**config.mk**
```make
export PLATFORM = sky130hd
export DESIGN_NAME = cursor_overlay
export DESIGN_NICKNAME = d
export VERILOG_FILES = /design/src/rtl/cursor_overlay_pkg.sv /design/src/rtl/cursor_ctrl.sv /design/src/rtl/cursor_dp.sv /design/src/rtl/cursor_overlay.sv
export SDC_FILE = /design/constraint.sdc
export NUM_CORES = 1
export LEC_CHECK = 0
export CORE_MARGIN = 5
export CORE_UTILIZATION = 40
export CTS_CLUSTER_SIZE = 14
export DETAILED_ROUTE_END_ITERATION = 6
export PLACE_DENSITY = 0.85
export SYNTH_ARGS = -nofsm -noshare
export SYNTH_HDL_FRONTEND = slang
export SYNTH_SLANG_ARGS = --single-unit
```
**constraint.sdc**
```tcl
create_clock -name clk -period 6.5 [get_ports clk]
set_input_delay 1.3 -clock clk [delete_from_list [all_inputs] [get_ports clk]]
set_output_delay 1.3 -clock clk [all_outputs]
set_load 0.03 [all_outputs]
```
**src/rtl/cursor_overlay_pkg.sv**
```systemverilog
package cursor_overlay_pkg;
  typedef struct packed {
    logic       hit;
    logic [1:0] pairSel;
  } cur_strobe_t;
endpackage

```
**src/rtl/cursor_ctrl.sv**
```systemverilog
module cursor_ctrl
  import cursor_overlay_pkg::*;
#(
  parameter int COORD_W = 16,
  parameter int ADDR_W  = 10,
  parameter int IMG_DIM = 64
) (
  input  logic [COORD_W-1:0] pixX,
  input  logic [COORD_W-1:0] pixY,
  input  logic [COORD_W-1:0] posX,
  input  logic [COORD_W-1:0] posY,
  input  logic [COORD_W-1:0] hOff,
  input  logic [COORD_W-1:0] vOff,
  input  logic               dblScan,
  input  logic               enable,
  input  logic [ADDR_W-4:0]  base,
  output logic [ADDR_W-1:0]  memAddr,
  output cur_strobe_t        strobe
);
  localparam int W        = COORD_W + 2;
  localparam int IDX_W    = $clog2(IMG_DIM);
  localparam int LINE_B   = IMG_DIM / 4;
  localparam int LINE_SH  = $clog2(LINE_B);
  localparam int SUM_W    = ADDR_W + IDX_W + 1;
  localparam logic [W-1:0] DIM_W = W'(IMG_DIM);

  logic [W-1:0] dx, dy, effY, widthX, lines, heightY;
  logic         hitX, hitY;
  logic [IDX_W-1:0] col, line;
  logic [SUM_W-1:0] sum;

  always_comb begin
    dx     = {2'b00, pixX} - {2'b00, posX};
    widthX = ({2'b00, hOff} < DIM_W) ? DIM_W - {2'b00, hOff} : '0;
    hitX   = (pixX >= posX) && (dx < widthX);
    col    = hOff[IDX_W-1:0] + dx[IDX_W-1:0];

    effY    = dblScan ? {1'b0, posY, 1'b0} : {2'b00, posY};
    dy      = {2'b00, pixY} - effY;
    lines   = ({2'b00, vOff} < DIM_W) ? DIM_W - {2'b00, vOff} : '0;
    heightY = dblScan ? {lines[W-2:0], 1'b0} : lines;
    hitY    = ({2'b00, pixY} >= effY) && (dy < heightY);
    line    = dblScan ? dy[IDX_W:1] : dy[IDX_W-1:0];

    sum = SUM_W'({base, 3'b000})
        + (SUM_W'(line) << LINE_SH)
        + SUM_W'(col[IDX_W-1:2]);
    memAddr = sum[ADDR_W-1:0];

    strobe.hit     = enable && hitX && hitY;
    strobe.pairSel = col[1:0];
  end
endmodule

```
**src/rtl/cursor_dp.sv**
```systemverilog
module cursor_dp
  import cursor_overlay_pkg::*;
#(
  parameter int RGB_W = 24
) (
  input  logic             clk,
  input  logic             rstN,
  input  cur_strobe_t      strobe,
  input  logic [RGB_W-1:0] dispRgb,
  input  logic [RGB_W-1:0] color0,
  input  logic [RGB_W-1:0] color1,
  input  logic [7:0]       memRdData,
  output logic [RGB_W-1:0] outRgb
);
  cur_strobe_t      strobeQ;
  logic [RGB_W-1:0] dispQ, col0Q, col1Q;
  logic [1:0]       code;

  always_ff @(posedge clk) begin
    if (!rstN) begin
      strobeQ <= '0;
      dispQ   <= '0;
      col0Q   <= '0;
      col1Q   <= '0;
    end else begin
      strobeQ <= strobe;
      dispQ   <= dispRgb;
      col0Q   <= color0;
      col1Q   <= color1;
    end
  end

  always_comb begin
    code = memRdData[{strobeQ.pairSel, 1'b0} +: 2];
    if (!strobeQ.hit) begin
      outRgb = dispQ;
    end else begin
      unique case (code)
        2'b00:   outRgb = col0Q;
        2'b01:   outRgb = col1Q;
        2'b10:   outRgb = dispQ;
        default: outRgb = ~dispQ;
      endcase
    end
  end
endmodule

```
**src/rtl/cursor_overlay.sv**
```systemverilog
module cursor_overlay
  import cursor_overlay_pkg::*;
#(
  parameter int ADDR_W  = 10,
  parameter int IMG_DIM = 64
) (
  input  logic              clk,
  input  logic              rstN,
  input  logic [15:0]       pixX,
  input  logic [15:0]       pixY,
  input  logic [23:0]       dispRgb,
  input  logic              curEnable,
  input  logic              dblScan,
  input  logic [31:0]       curPos,
  input  logic [31:0]       curOff,
  input  logic [ADDR_W-4:0] curBase,
  input  logic [31:0]       curColor0,
  input  logic [31:0]       curColor1,
  output logic [ADDR_W-1:0] memAddr,
  input  logic [7:0]        memRdData,
  output logic [23:0]       outRgb
);
  cur_strobe_t strobe;
  logic unusedColorBits;
  assign unusedColorBits = ^{curColor0[7:0], curColor1[7:0]};

  cursor_ctrl #(.COORD_W(16), .ADDR_W(ADDR_W), .IMG_DIM(IMG_DIM)) ctrl (
    .pixX(pixX), .pixY(pixY),
    .posX(curPos[15:0]), .posY(curPos[31:16]),
    .hOff(curOff[15:0]), .vOff(curOff[31:16]),
    .dblScan(dblScan), .enable(curEnable), .base(curBase),
    .memAddr(memAddr), .strobe(strobe)
  );

  cursor_dp #(.RGB_W(24)) dp (
    .clk(clk), .rstN(rstN), .strobe(strobe), .dispRgb(dispRgb),
    .color0(curColor0[31:8]), .color1(curColor1[31:8]),
    .memRdData(memRdData), .outRgb(outRgb)
  );
endmodule

```
==> results of run 1 <==
-- worst min path at each step --
stage	startpoint	end	cells after the start	slack, ns
global route	curColor1[25]	dp.col1Q[17]	2	1.53
CTS	curColor1[25]	dp.col1Q[17]	2	1.52
finish	curColor1[25]	dp.col1Q[17]	2	1.52
global placement	curColor1[25]	dp.col1Q[17]	2	1.87
floorplan	curColor1[25]	dp.col1Q[17]	1	1.42
detailed placement	curColor1[25]	dp.col1Q[17]	2	1.87
-- area by class of cell --
type,instances,area share
tap,188,0.02587
timing repair buffer,247,0.2636
multi-input combinational,636,0.4930
sequential,75,0.1651
clock buffer,11,0.02669
antenna,1,0.0002752
clock inverter,5,0.009356
inverter,39,0.01610
-- cell usage after synthesis (4+ instances only) --
library cell | instances | share of area
o21bai_1 | 10 | 0.012
o22ai_1 | 23 | 0.023
and4_1 | 5 | 0.0071
a21oi_1 | 91 | 0.074
a21o_1 | 18 | 0.022
nor2b_1 | 13 | 0.013
o21ai_0 | 29 | 0.024
mux2_2 | 4 | 0.0073
nand3_1 | 11 | 0.0089
clkbuf_1 | 27 | 0.016
o211ai_1 | 9 | 0.011
ha_1 | 79 | 0.16
nor3_1 | 9 | 0.0073
a211oi_1 | 6 | 0.0073
nor4_1 | 6 | 0.0061
and2_1 | 76 | 0.077
o21ai_1 | 4 | 0.0032
xor2_1 | 18 | 0.026
dfxtp_1 | 75 | 0.24
nand2_1 | 34 | 0.021
o21a_1 | 4 | 0.0049
nor2_1 | 79 | 0.048
nand2b_1 | 7 | 0.0071
xnor2_1 | 28 | 0.040
fa_1 | 4 | 0.013
mux2i_1 | 18 | 0.029
inv_1 | 39 | 0.024
nand4_1 | 9 | 0.0091
-- timing repair --
item / 4_1_cts / 5_1_grt
gates cloned: 0 / 0
hold endpoints to repair: 0 / 0
buffers inserted: 4 / 3
resized for setup: 7 / 12
pin swaps: 8 / 19
endpoints found under the setup margin: 2 / 4
-- where the power goes --
part	leakage, nW	switching (W)	total, W	internal [W]
combinational	3.07	0.000462	0.000907	0.000444
sequential	0.625	0.0000106	0.000496	0.000486
clock	0.156	0.000191	0.000540	0.000349
-- kinds of logic after synthesis --
family | after synthesis
compound gates | 217
simple gates | 262
fa+ha+maj | 83
buf+inv | 71
flops | 75
mux | 23
xor+xnor | 46
other cells | 1
-- state kept, by name, summed over array words and instances, names as in the netlist --
| signal | cells |
|---|---|
| dp.strobeQ | 3 |
| dp.col1Q | 24 |
| dp.dispQ | 24 |
| dp.col0Q | 24 |
-- layer usage --
metal,global-route usage,up-vias,wire [um],part of all wire
li1,-,3217,-,-
met2,0.3430,236,9288,0.49
met3,0.04764,35,1551,0.081
met1,0.2415,2927,7709,0.40
met4,0.07240,0,491,0.026
met5,0,-,0,0
-- per-stage QoR --
stage / power [W] / setup WS (ns) / TNS, ns / util / cell area [sq um]
floorplan: 0.001057 / 0.4136 / 0 / - / 6188
global placement: 0.001347 / -0.07138 / -0.07138 / 0.5700 / 8633
detailed placement: 0.001369 / -0.2145 / -0.2479 / 0.5700 / 8633
CTS: 0.001937 / 0.003630 / 0 / 0.5954 / 9017
global route: 0.002059 / -0.03718 / -0.03718 / 0.6004 / 9094
finish: 0.001943 / 0.1630 / 0 / 0.6004 / 9094
==> results by group, run 1 <==
Status
  • Result of the run: completed

Detailed routing
  • Final routed wirelength across all metal layers: 19,040 um
  • Routed length per instance: 15.84 um
  • Remaining antenna violation count after routing: 0
  • Number of DRC violations after detailed-routing iteration 0: 301
  • Vias after detailed routing: 6,415
  • Post-route DRC: 0
  • Router iterations before antenna repair: 5
  • Via density per instance: 5.337

Cells and area
  • Synthesis-to-layout area growth: 47.30%
  • Count of filler cells inserted in the layout: 1,317
  • Final net count: 1,294
  • Final cell count without fillers: 1,202
  • Highest-count cells in the layout ignoring fill and taps: clkdlybuf4s50_1 (211), a21oi_1 (87), nor2_1 (79), and2_1 (76), dfxtp_1 (75)
  • Area of the multi-input gates: 0.004483 sq mm
  • Layout cell share with drive strength beyond 1: 0.07404
  • Sequential Area: 0.001501 sq mm
  • Most common cell after layout, fill and taps aside: clkdlybuf4s50_1

Worst setup path
  • Top cell family by delay on the critical path: adder cells
  • Kind of start point of the critical path: input port
  • Max stage delay on crit path: 0.45 ns
  • Stages on worst setup path: 21
  • Sequence of cells on the critical path: clkdlybuf4s50_1, inv_1, ha_2, o21a_1, nor2_1, xnor2_1, ha_1, inv_1, o21bai_1, a21oi_2, xnor2_2, ha_2, fa_2, a21oi_2, nor2_1, nor2_1, o21bai_1, a21oi_2, xor2_1, xnor2_1, buf_4
  • Slowest cell on crit path: clkdlybuf4s50_1
  • Critical-path maximum fanout: 5
  • Crit end category: output port
  • Endpoint required time on the critical path: 5.20 ns
  • Startpoint-to-endpoint class of the critical path: input port to output port
  • Critical Path Start: curPos[2]
  • Crit path DAT: 5.04 ns
  • Buf+Inv Stages, Crit Path: 4
  • End point of the critical path: memAddr[9]

STA
  • Worst-margin pin slew: 0.6872 ns
  • Final hold violation count: 0
  • Final hold slack: 1.523 ns
  • Crit share post-route: 0.9749
  • Max Slew Vio Count: 0
  • Max transition margin: 0.5410
  • Highest attainable clock frequency: 157.8 MHz
  • Time the worst path needs with I/O delays and setup: 6.337 ns
  • # setup viols final: 0

Clock tree
  • CTS Sinks: 75
  • Maximum root-to-sink buffer count: 2
  • CTS tree: yes
  • TritonCTS Buffers: 9
  • H-tree levels: 3
  • Clock transition time at the flip-flop clock pins of the worst setup and hold paths: 0.06 ns
  • CTS root buf: clkbuf_16
  • Hold-fix buffer count after cts: 0

Synth
  • Asr flop ratio synth: 0
  • Most frequently used flop master after synthesis: dfxtp_1
  • Area share of and/or/nand/nor cells after synthesis: 0.2195
  • Yosys synthesis warning count: 0
  • Mapped Avg Cell Area: 7.935 sq um
  • Compound-cell area share of the yosys netlist: 0.2130
  • Number of cells produced by synthesis: 778
  • Number of different library cells in the post-synthesis netlist: 55
  • Mapped Area: 0.006173 sq mm
  • Multiplexer share of the synthesized area: 0.04013
  • Sequential-to-total area share from yosys stat: 0.2432
  • Synthesized-area fraction occupied by adder cells: 0.1731
  • Xor/xnor share of the synthesized area: 0.06526
  • Largest family of logic cells by synthesized area: simple AND/OR/NAND/NOR gates
  • Post-synth EDFFs: 0
  • Post-synthesis sequential element count: 75

Global route
  • Global-route wire length before repair: 29,780 um
  • Number of global-route vias before repair: 6,244
  • Pin count of the biggest net entering global routing: 76
  • Global route total overflow: 0
  • Total track usage: 0.1991
  • Antenna violations before repair: 1

Pwr
  • Power density relative to cell area: 213.7 mW/mm^2
  • LEAKAGE: 3.856 nW
  • Maximum vdd ir drop: 0.1822 mV

Min path
  • Class of the worst hold path: input port to register

Floorplan
  • Rows: 45
  • Core region area: 0.01515 sq mm
  • Top-level port count: 237
  • Total Die Area: 0.01802 sq mm
  • Die height: 134.2 um
  • Initial core utilization: 0.4076
  • Die width: 134.2 um

Placed design
  • GP Congestion: 0.8658
  • Detail Placement HPWL: 14,520 um
  • Buffers added on ports: 220
  • Inst Count DP: 1,178

Job
  • Max-cap check violation count: 0
Note: power is estimated with default switching activity, not from simulation.
==> run 2, diff against run 1 <==
--- a/config.mk
+++ b/config.mk
@@ -6,10 +6,10 @@
 export NUM_CORES = 1
 export LEC_CHECK = 0
 export CORE_MARGIN = 5
-export CORE_UTILIZATION = 40
+export CORE_UTILIZATION = 45
 export CTS_CLUSTER_SIZE = 14
 export DETAILED_ROUTE_END_ITERATION = 6
-export PLACE_DENSITY = 0.85
+export PLACE_DENSITY = 0.93
 export SYNTH_ARGS = -nofsm -noshare
 export SYNTH_HDL_FRONTEND = slang
 export SYNTH_SLANG_ARGS = --single-unit
==> results by group, run 2 (same netlist as run 1, synthesis figures left out) <==
STA
  • Time the worst path needs with I/O delays and setup: 6.379 ns (+0.04166 ns)
  • Worst-margin pin slew: 1.093 ns (+0.4060 ns)
  • Final worst setup slack: 0.1214 ns (-0.04166 ns)
  • Max Slew Vio Count: 0 (unchanged)
  • Max transition margin: 0.2702 (-0.2708)
  • Crit share post-route: 0.9813 (+0.006410)
  • Highest attainable clock frequency: 156.8 MHz (-0.65%)
  • Final hold slack: 1.529 ns (+0.005470 ns)
  • # setup viols final: 0 (unchanged)
  • Final hold violation count: 0 (unchanged)

Detailed routing
  • Final routed wirelength across all metal layers: 19,480 um (+2.3%)
  • Remaining antenna violation count after routing: 0 (unchanged)
  • Vias after detailed routing: 6,455 (+0.62%)
  • Post-route DRC: 0 (unchanged)
  • Router iterations before antenna repair: 5 (unchanged)
  • Number of DRC violations after detailed-routing iteration 0: 375 (+25%)
  • Routed length per instance: 16.42 um (+3.7%)
  • Via density per instance: 5.443 (+2.0%)

Global route
  • Pin count of the biggest net entering global routing: 76 (unchanged)
  • Global-route wire length before repair: 29,940 um (+0.53%)
  • Global route total overflow: 0 (unchanged)
  • Antenna violations before repair: 1 (unchanged)
  • Number of global-route vias before repair: 6,540 (+4.7%)
  • Total track usage: 0.2231 (+0.02400)

Clock tree
  • Maximum root-to-sink buffer count: 2 (unchanged)
  • H-tree levels: 3 (unchanged)
  • Hold-fix buffer count after cts: 0 (unchanged)
  • TritonCTS Buffers: 9 (unchanged)
  • CTS root buf: clkbuf_16
  • CTS tree: yes
  • CTS Sinks: 75 (unchanged)
  • Clock transition time at the flip-flop clock pins of the worst setup and hold paths: 0.06 ns (about the same)

Pwr
  • Sw Ratio: 0.3510 (+0.008965)
  • Share of power burned in registers: 0.261 (+0.006)
  • LEAKAGE: 3.830 nW (-0.65%)
  • Internal power summed over all cells: 0.001237 W (-3.2%)
  • Sw Pwr: 0.0006692 W (+0.70%)
  • Maximum vdd ir drop: 0.1997 mV (+9.6%)
  • Portion of total power attributed to the clock network: 0.261 (-0.017)
  • Logic gate share of total power: 0.478 (+0.011)
  • Power density relative to cell area: 210.2 mW/mm^2 (-1.6%)

Cells and area
  • Layout cell share with drive strength beyond 1: 0.07830 (+0.004258)
  • Final net count: 1,290 (-0.31%)
  • Highest-count cells in the layout ignoring fill and taps: clkdlybuf4s50_1 (211), a21oi_1 (87), nor2_1 (77), and2_1 (76), dfxtp_1 (75)
  • Share of the core filled with cells in the final layout: 0.6795 (+0.07910)
  • Synthesis-to-layout area growth: 46.92%
  • Registers with the most flip-flops: dp.col0Q x24, dp.col1Q x24, dp.dispQ x24
  • Most common cell after layout, fill and taps aside: clkdlybuf4s50_1

Placed design
  • Detail Placement HPWL: 14,840 um (+2.3%)
  • GP Congestion: 0.8910 (+2.9%)
  • Buffers added on ports: 220 (unchanged)
  • Worst slack, placed: -0.3244 ns (-0.1099 ns)

Floorplan
  • Rows: 42 (-6.7%)
  • Initial core utilization: 0.4625 (+0.05490)
  • Die height: 127.1 um (-5.3%)
  • Top-level port count: 237 (unchanged)
  • Total Die Area: 0.01616 sq mm (-10%)
  • Die width: 127.1 um (-5.3%)
  • Core region area: 0.01335 sq mm (-12%)

Job
  • Max-cap check violation count: 0 (unchanged)

Worst setup path
  • Critical-path maximum fanout: 3 (-2)
  • Startpoint-to-endpoint class of the critical path: input port to output port
  • Endpoint required time on the critical path: 5.20 ns (about the same)
  • Crit path DAT: 5.08 ns (+0.04 ns)
  • Crit end category: output port
  • Kind of start point of the critical path: input port

Status
  • Result of the run: completed

Min path
  • Class of the worst hold path: input port to register
==> run 2: layout make-up <==
class	instances	area, sq um
antenna	1	2.502
clock buffer	11	242.7
clock inverter	5	61.31
fill	1015	4278
inverter	39	146.4
multi-input combinational	636	4528
sequential	75	1501
tap	176	220.2
timing repair buffer	243	2367
==> run 2: critical path: stages <==
cell and delay (ns):
dlymetal6s2s_1 0.13, inv_1 0.06, ha_2 0.18, inv_2 0.04, fa_2 0.40, a21o_1 0.22
a211oi_2 0.28, nor2_2 0.07, ha_1 0.33, a21oi_2 0.21, xnor2_2 0.11, ha_2 0.22
fa_2 0.41, a21oi_2 0.15, nor2_1 0.06, nor2_1 0.13, o21bai_1 0.11, a21oi_2 0.16
xor2_1 0.19, xnor2_1 0.14, buf_4 0.18
==> run 2: timing repair <==
item,4_1_cts,5_1_grt
endpoints found under the setup margin,3,2
setup buffers,1,7
pin swaps,5,22
resized for setup,8,20
==> run 2: routing by layer <==
metal	GRT usage	wire length, um
met1	0.2557	7699
met2	0.4110	9829
met3	0.05050	1526
met4	0.06877	423
met5	0	0
==> run 2: path summary, 6_finish.rpt <==
| kind | slack, ns | cells past startpoint | endpoint | startpoint |
|---|---|---|---|---|
| setup / recovery | 0.12 | 21 | memAddr[9] | pixX[0] |
| hold / removal | 1.53 | 2 | dp.col1Q[17] | curColor1[25] |
==> run 2: metrics by stage <==
step	TNS [ns]	cell area, sq um	total power (W)	cells
floorplan	0	6188	0.001057	782
global placement	-0.07639	8581	0.001338	1161
detailed placement	-0.4256	8581	0.001368	1161
CTS	0	8922	0.001884	1178
global route	-0.06525	9070	0.002018	1186
finish	0	9070	0.001907	1186
==> run 2: power groups by stage <==
stage          Clock (W)  Combinational [W]  Sequential (W)
2_1_floorplan          0           0.000554        0.000503
3_3_place_gp           0           0.000833        0.000505
3_5_place_dp           0           0.000862        0.000507
4_1_cts         0.000506           0.000881        0.000497
5_1_grt         0.000525           0.000994        0.000499
6_report        0.000498           0.000912        0.000497
==> run 3, diff against run 2 <==
--- a/config.mk
+++ b/config.mk
@@ -5,11 +5,10 @@
 export SDC_FILE = /design/constraint.sdc
 export NUM_CORES = 1
 export LEC_CHECK = 0
-export CORE_MARGIN = 5
 export CORE_UTILIZATION = 45
 export CTS_CLUSTER_SIZE = 14
 export DETAILED_ROUTE_END_ITERATION = 6
-export PLACE_DENSITY = 0.93
+export PLACE_DENSITY = 0.82
 export SYNTH_ARGS = -nofsm -noshare
 export SYNTH_HDL_FRONTEND = slang
 export SYNTH_SLANG_ARGS = --single-unit
==> results by group, run 3 (same netlist as run 1, synthesis figures left out) <==
Clock tree
  • Clock transition time at the flip-flop clock pins of the worst setup and hold paths: 0.06 ns (about the same)
  • H-tree levels: 3 (unchanged)
  • TritonCTS Buffers: 9 (unchanged)
  • Hold-fix buffer count after cts: 0 (unchanged)
  • CTS root buf: clkbuf_16
  • CTS Sinks: 75 (unchanged)
  • CTS tree: yes
  • Maximum root-to-sink buffer count: 2 (unchanged)

Placed design
  • Buffers added on ports: 220 (unchanged)
  • Inst Count DP: 1,164 (+0.26%)
  • Detail Placement HPWL: 13,350 um (-10%)
  • GP Congestion: 0.8665 (-2.7%)
  • Post-DP Area: 0.008603 sq mm (+0.26%)

Global route
  • Number of global-route vias before repair: 6,070 (-7.2%)
  • Antenna violations before repair: 1 (unchanged)
  • Pin count of the biggest net entering global routing: 76 (unchanged)
  • Global route total overflow: 0 (unchanged)
  • Total track usage: 0.2423 (+0.01914)
  • Global-route wire length before repair: 27,990 um (-6.5%)

STA
  • Crit share post-route: 0.9627 (-0.01864)
  • Max Slew Vio Count: 0 (unchanged)
  • Highest attainable clock frequency: 159.8 MHz (+1.9%)
  • Worst-margin pin slew: 1.003 ns (-0.09056 ns)
  • # setup viols final: 0 (unchanged)
  • Final hold slack: 1.529 ns (-0.0003500 ns)
  • Time the worst path needs with I/O delays and setup: 6.257 ns (-0.1212 ns)
  • Final hold violation count: 0 (unchanged)
  • Max transition margin: 0.3316 (+0.06137)

Detailed routing
  • Remaining antenna violation count after routing: 0 (unchanged)
  • Routed length per instance: 14.58 um (-11%)
  • Final routed wirelength across all metal layers: 17,270 um (-11%)
  • Number of DRC violations after detailed-routing iteration 0: 365 (-2.7%)
  • Post-route DRC: 0 (unchanged)
  • Router iterations before antenna repair: 5 (unchanged)
  • Via density per instance: 5.319 (-2.3%)
  • Vias after detailed routing: 6,298 (-2.4%)

Job
  • Max-cap check violation count: 0 (unchanged)

Floorplan
  • Die width: 119.1 um (-6.3%)
  • Initial core utilization: 0.4643 (+0.001828)
  • Die height: 119.1 um (-6.3%)
  • Top-level port count: 237 (unchanged)
  • Rows: 42 (unchanged)
  • Total Die Area: 0.01419 sq mm (-12%)
  • Core region area: 0.01330 sq mm (-0.39%)

Pwr
  • Power density relative to cell area: 202.4 mW/mm^2 (-3.7%)
  • Portion of total power attributed to the clock network: 0.243 (-0.018)
  • Share of power burned in registers: 0.272 (+0.011)
  • Maximum vdd ir drop: 0.1555 mV (-22%)
  • Sw Ratio: 0.3546 (+0.003565)
  • LEAKAGE: 3.803 nW (-0.72%)
  • Sw Pwr: 0.0006478 W (-3.2%)
  • Internal power summed over all cells: 0.001179 W (-4.7%)
  • Logic gate share of total power: 0.485 (+0.007)

Worst setup path
  • Crit end category: output port
  • Slowest cell on crit path: clkdlybuf4s50_1
  • Critical-path maximum fanout: 5 (+2)
  • Kind of start point of the critical path: input port
  • Startpoint-to-endpoint class of the critical path: input port to output port
  • Max stage delay on crit path: 0.45 ns (+0.04 ns)
  • Endpoint required time on the critical path: 5.20 ns (about the same)
  • Sequence of cells on the critical path: clkdlybuf4s50_1, inv_1, ha_4, o21a_1, nor2_1, xnor2_1, ha_1, inv_1, o21bai_1, a21oi_2, xnor2_2, ha_2, fa_2, a21oi_2, nor2_2, nor2_2, o21bai_1, a21oi_1, xor2_1, xnor2_1, buf_4
  • Crit path DAT: 4.96 ns (-0.12 ns)

Min path
  • Class of the worst hold path: input port to register

Cells and area
  • Count of filler cells inserted in the layout: 1,115 (+9.9%)
  • Post-route cell area: 0.009025 sq mm (-0.50%)
  • Final cell count without fillers: 1,184 (-0.17%)
  • Most common cell after layout, fill and taps aside: clkdlybuf4s50_1
  • Synthesis-to-layout area growth: 46.19%
  • Final net count: 1,288 (-0.16%)
  • Highest-count cells in the layout ignoring fill and taps: clkdlybuf4s50_1 (211), a21oi_1 (88), nor2_1 (76), and2_1 (76), dfxtp_1 (75)
  • Registers with the most flip-flops: dp.col0Q x24, dp.col1Q x24, dp.dispQ x24
  • Layout cell share with drive strength beyond 1: 0.07547 (-0.002824)

Status
  • Result of the run: completed
-- run 3: worst paths after layout --
check                      from      endpoint  slack (ns)  cells after the start
setup / recovery      curPos[2]    memAddr[9]        0.24                     21
hold / removal    curColor1[25]  dp.col1Q[17]        1.53                      2
-- run 3: area by class of cell --
class / instances / area [sq um] / area share
multi-input cells: 636 / 4532 / 0.5021
repair buffers: 241 / 2352 / 0.2606
flip-flops and latches: 75 / 1501 / 0.1664
clock buffers: 10 / 229.0 / 0.02537
well taps: 176 / 220.2 / 0.02440
inverters: 39 / 146.4 / 0.01622
clock inverters: 6 / 41.29 / 0.004575
diodes: 1 / 2.502 / 0.0002773
-- run 3: critical path, delay by kind of cell --
family	cells	cell delay (ns)
AO/OA/AOI/OAI	6	0.78
XOR/XNOR	4	0.70
adder cells (fa/ha/maj)	4	1.22
buffers and inverters	4	0.75
AND/OR/NAND/NOR	3	0.21
-- run 3: through the flow --
stage	util	total power, W	worst slack, ns	TNS, ns
5_1_grt	0.6788	0.001947	-0.02570	-0.02570
2_1_floorplan	-	0.001057	0.4136	0
3_5_place_dp	0.6471	0.001358	-0.09254	-0.09254
4_1_cts	0.6691	0.001816	0.01385	0
3_3_place_gp	0.6471	0.001342	-0.05854	-0.05854
6_report	0.6788	0.001827	0.2426	0
-- run 3: metal layers --
layer / share of wire / up-vias / wire length [um] / track usage
met3: 0.066 / 22 / 1136 / 0.03640
met5: 0 / - / 0 / 0
met1: 0.43 / 2878 / 7365 / 0.2937
met4: 0.021 / 0 / 359 / 0.08228
met2: 0.49 / 205 / 8404 / 0.4328
li1: - / 3193 / - / -
-- run 3: timing repair --
action,in CTS,in global routing
endpoints found under the setup margin,1,1
cloned,0,0
setup buffers,0,3
gates resized for setup,6,21
pin swaps,6,21
-- run 3: power by group through the flow --
| stage | Clock (W) | Sequential (W) | Combinational [W] |
|---|---|---|---|
| 6_report | 0.000444 | 0.000496 | 0.000887 |
| 5_1_grt | 0.000474 | 0.000499 | 0.000975 |
| 4_1_cts | 0.000454 | 0.000496 | 0.000866 |
| 3_5_place_dp | 0 | 0.000506 | 0.000852 |
| 3_3_place_gp | 0 | 0.000505 | 0.000837 |
| 2_1_floorplan | 0 | 0.000503 | 0.000554 |
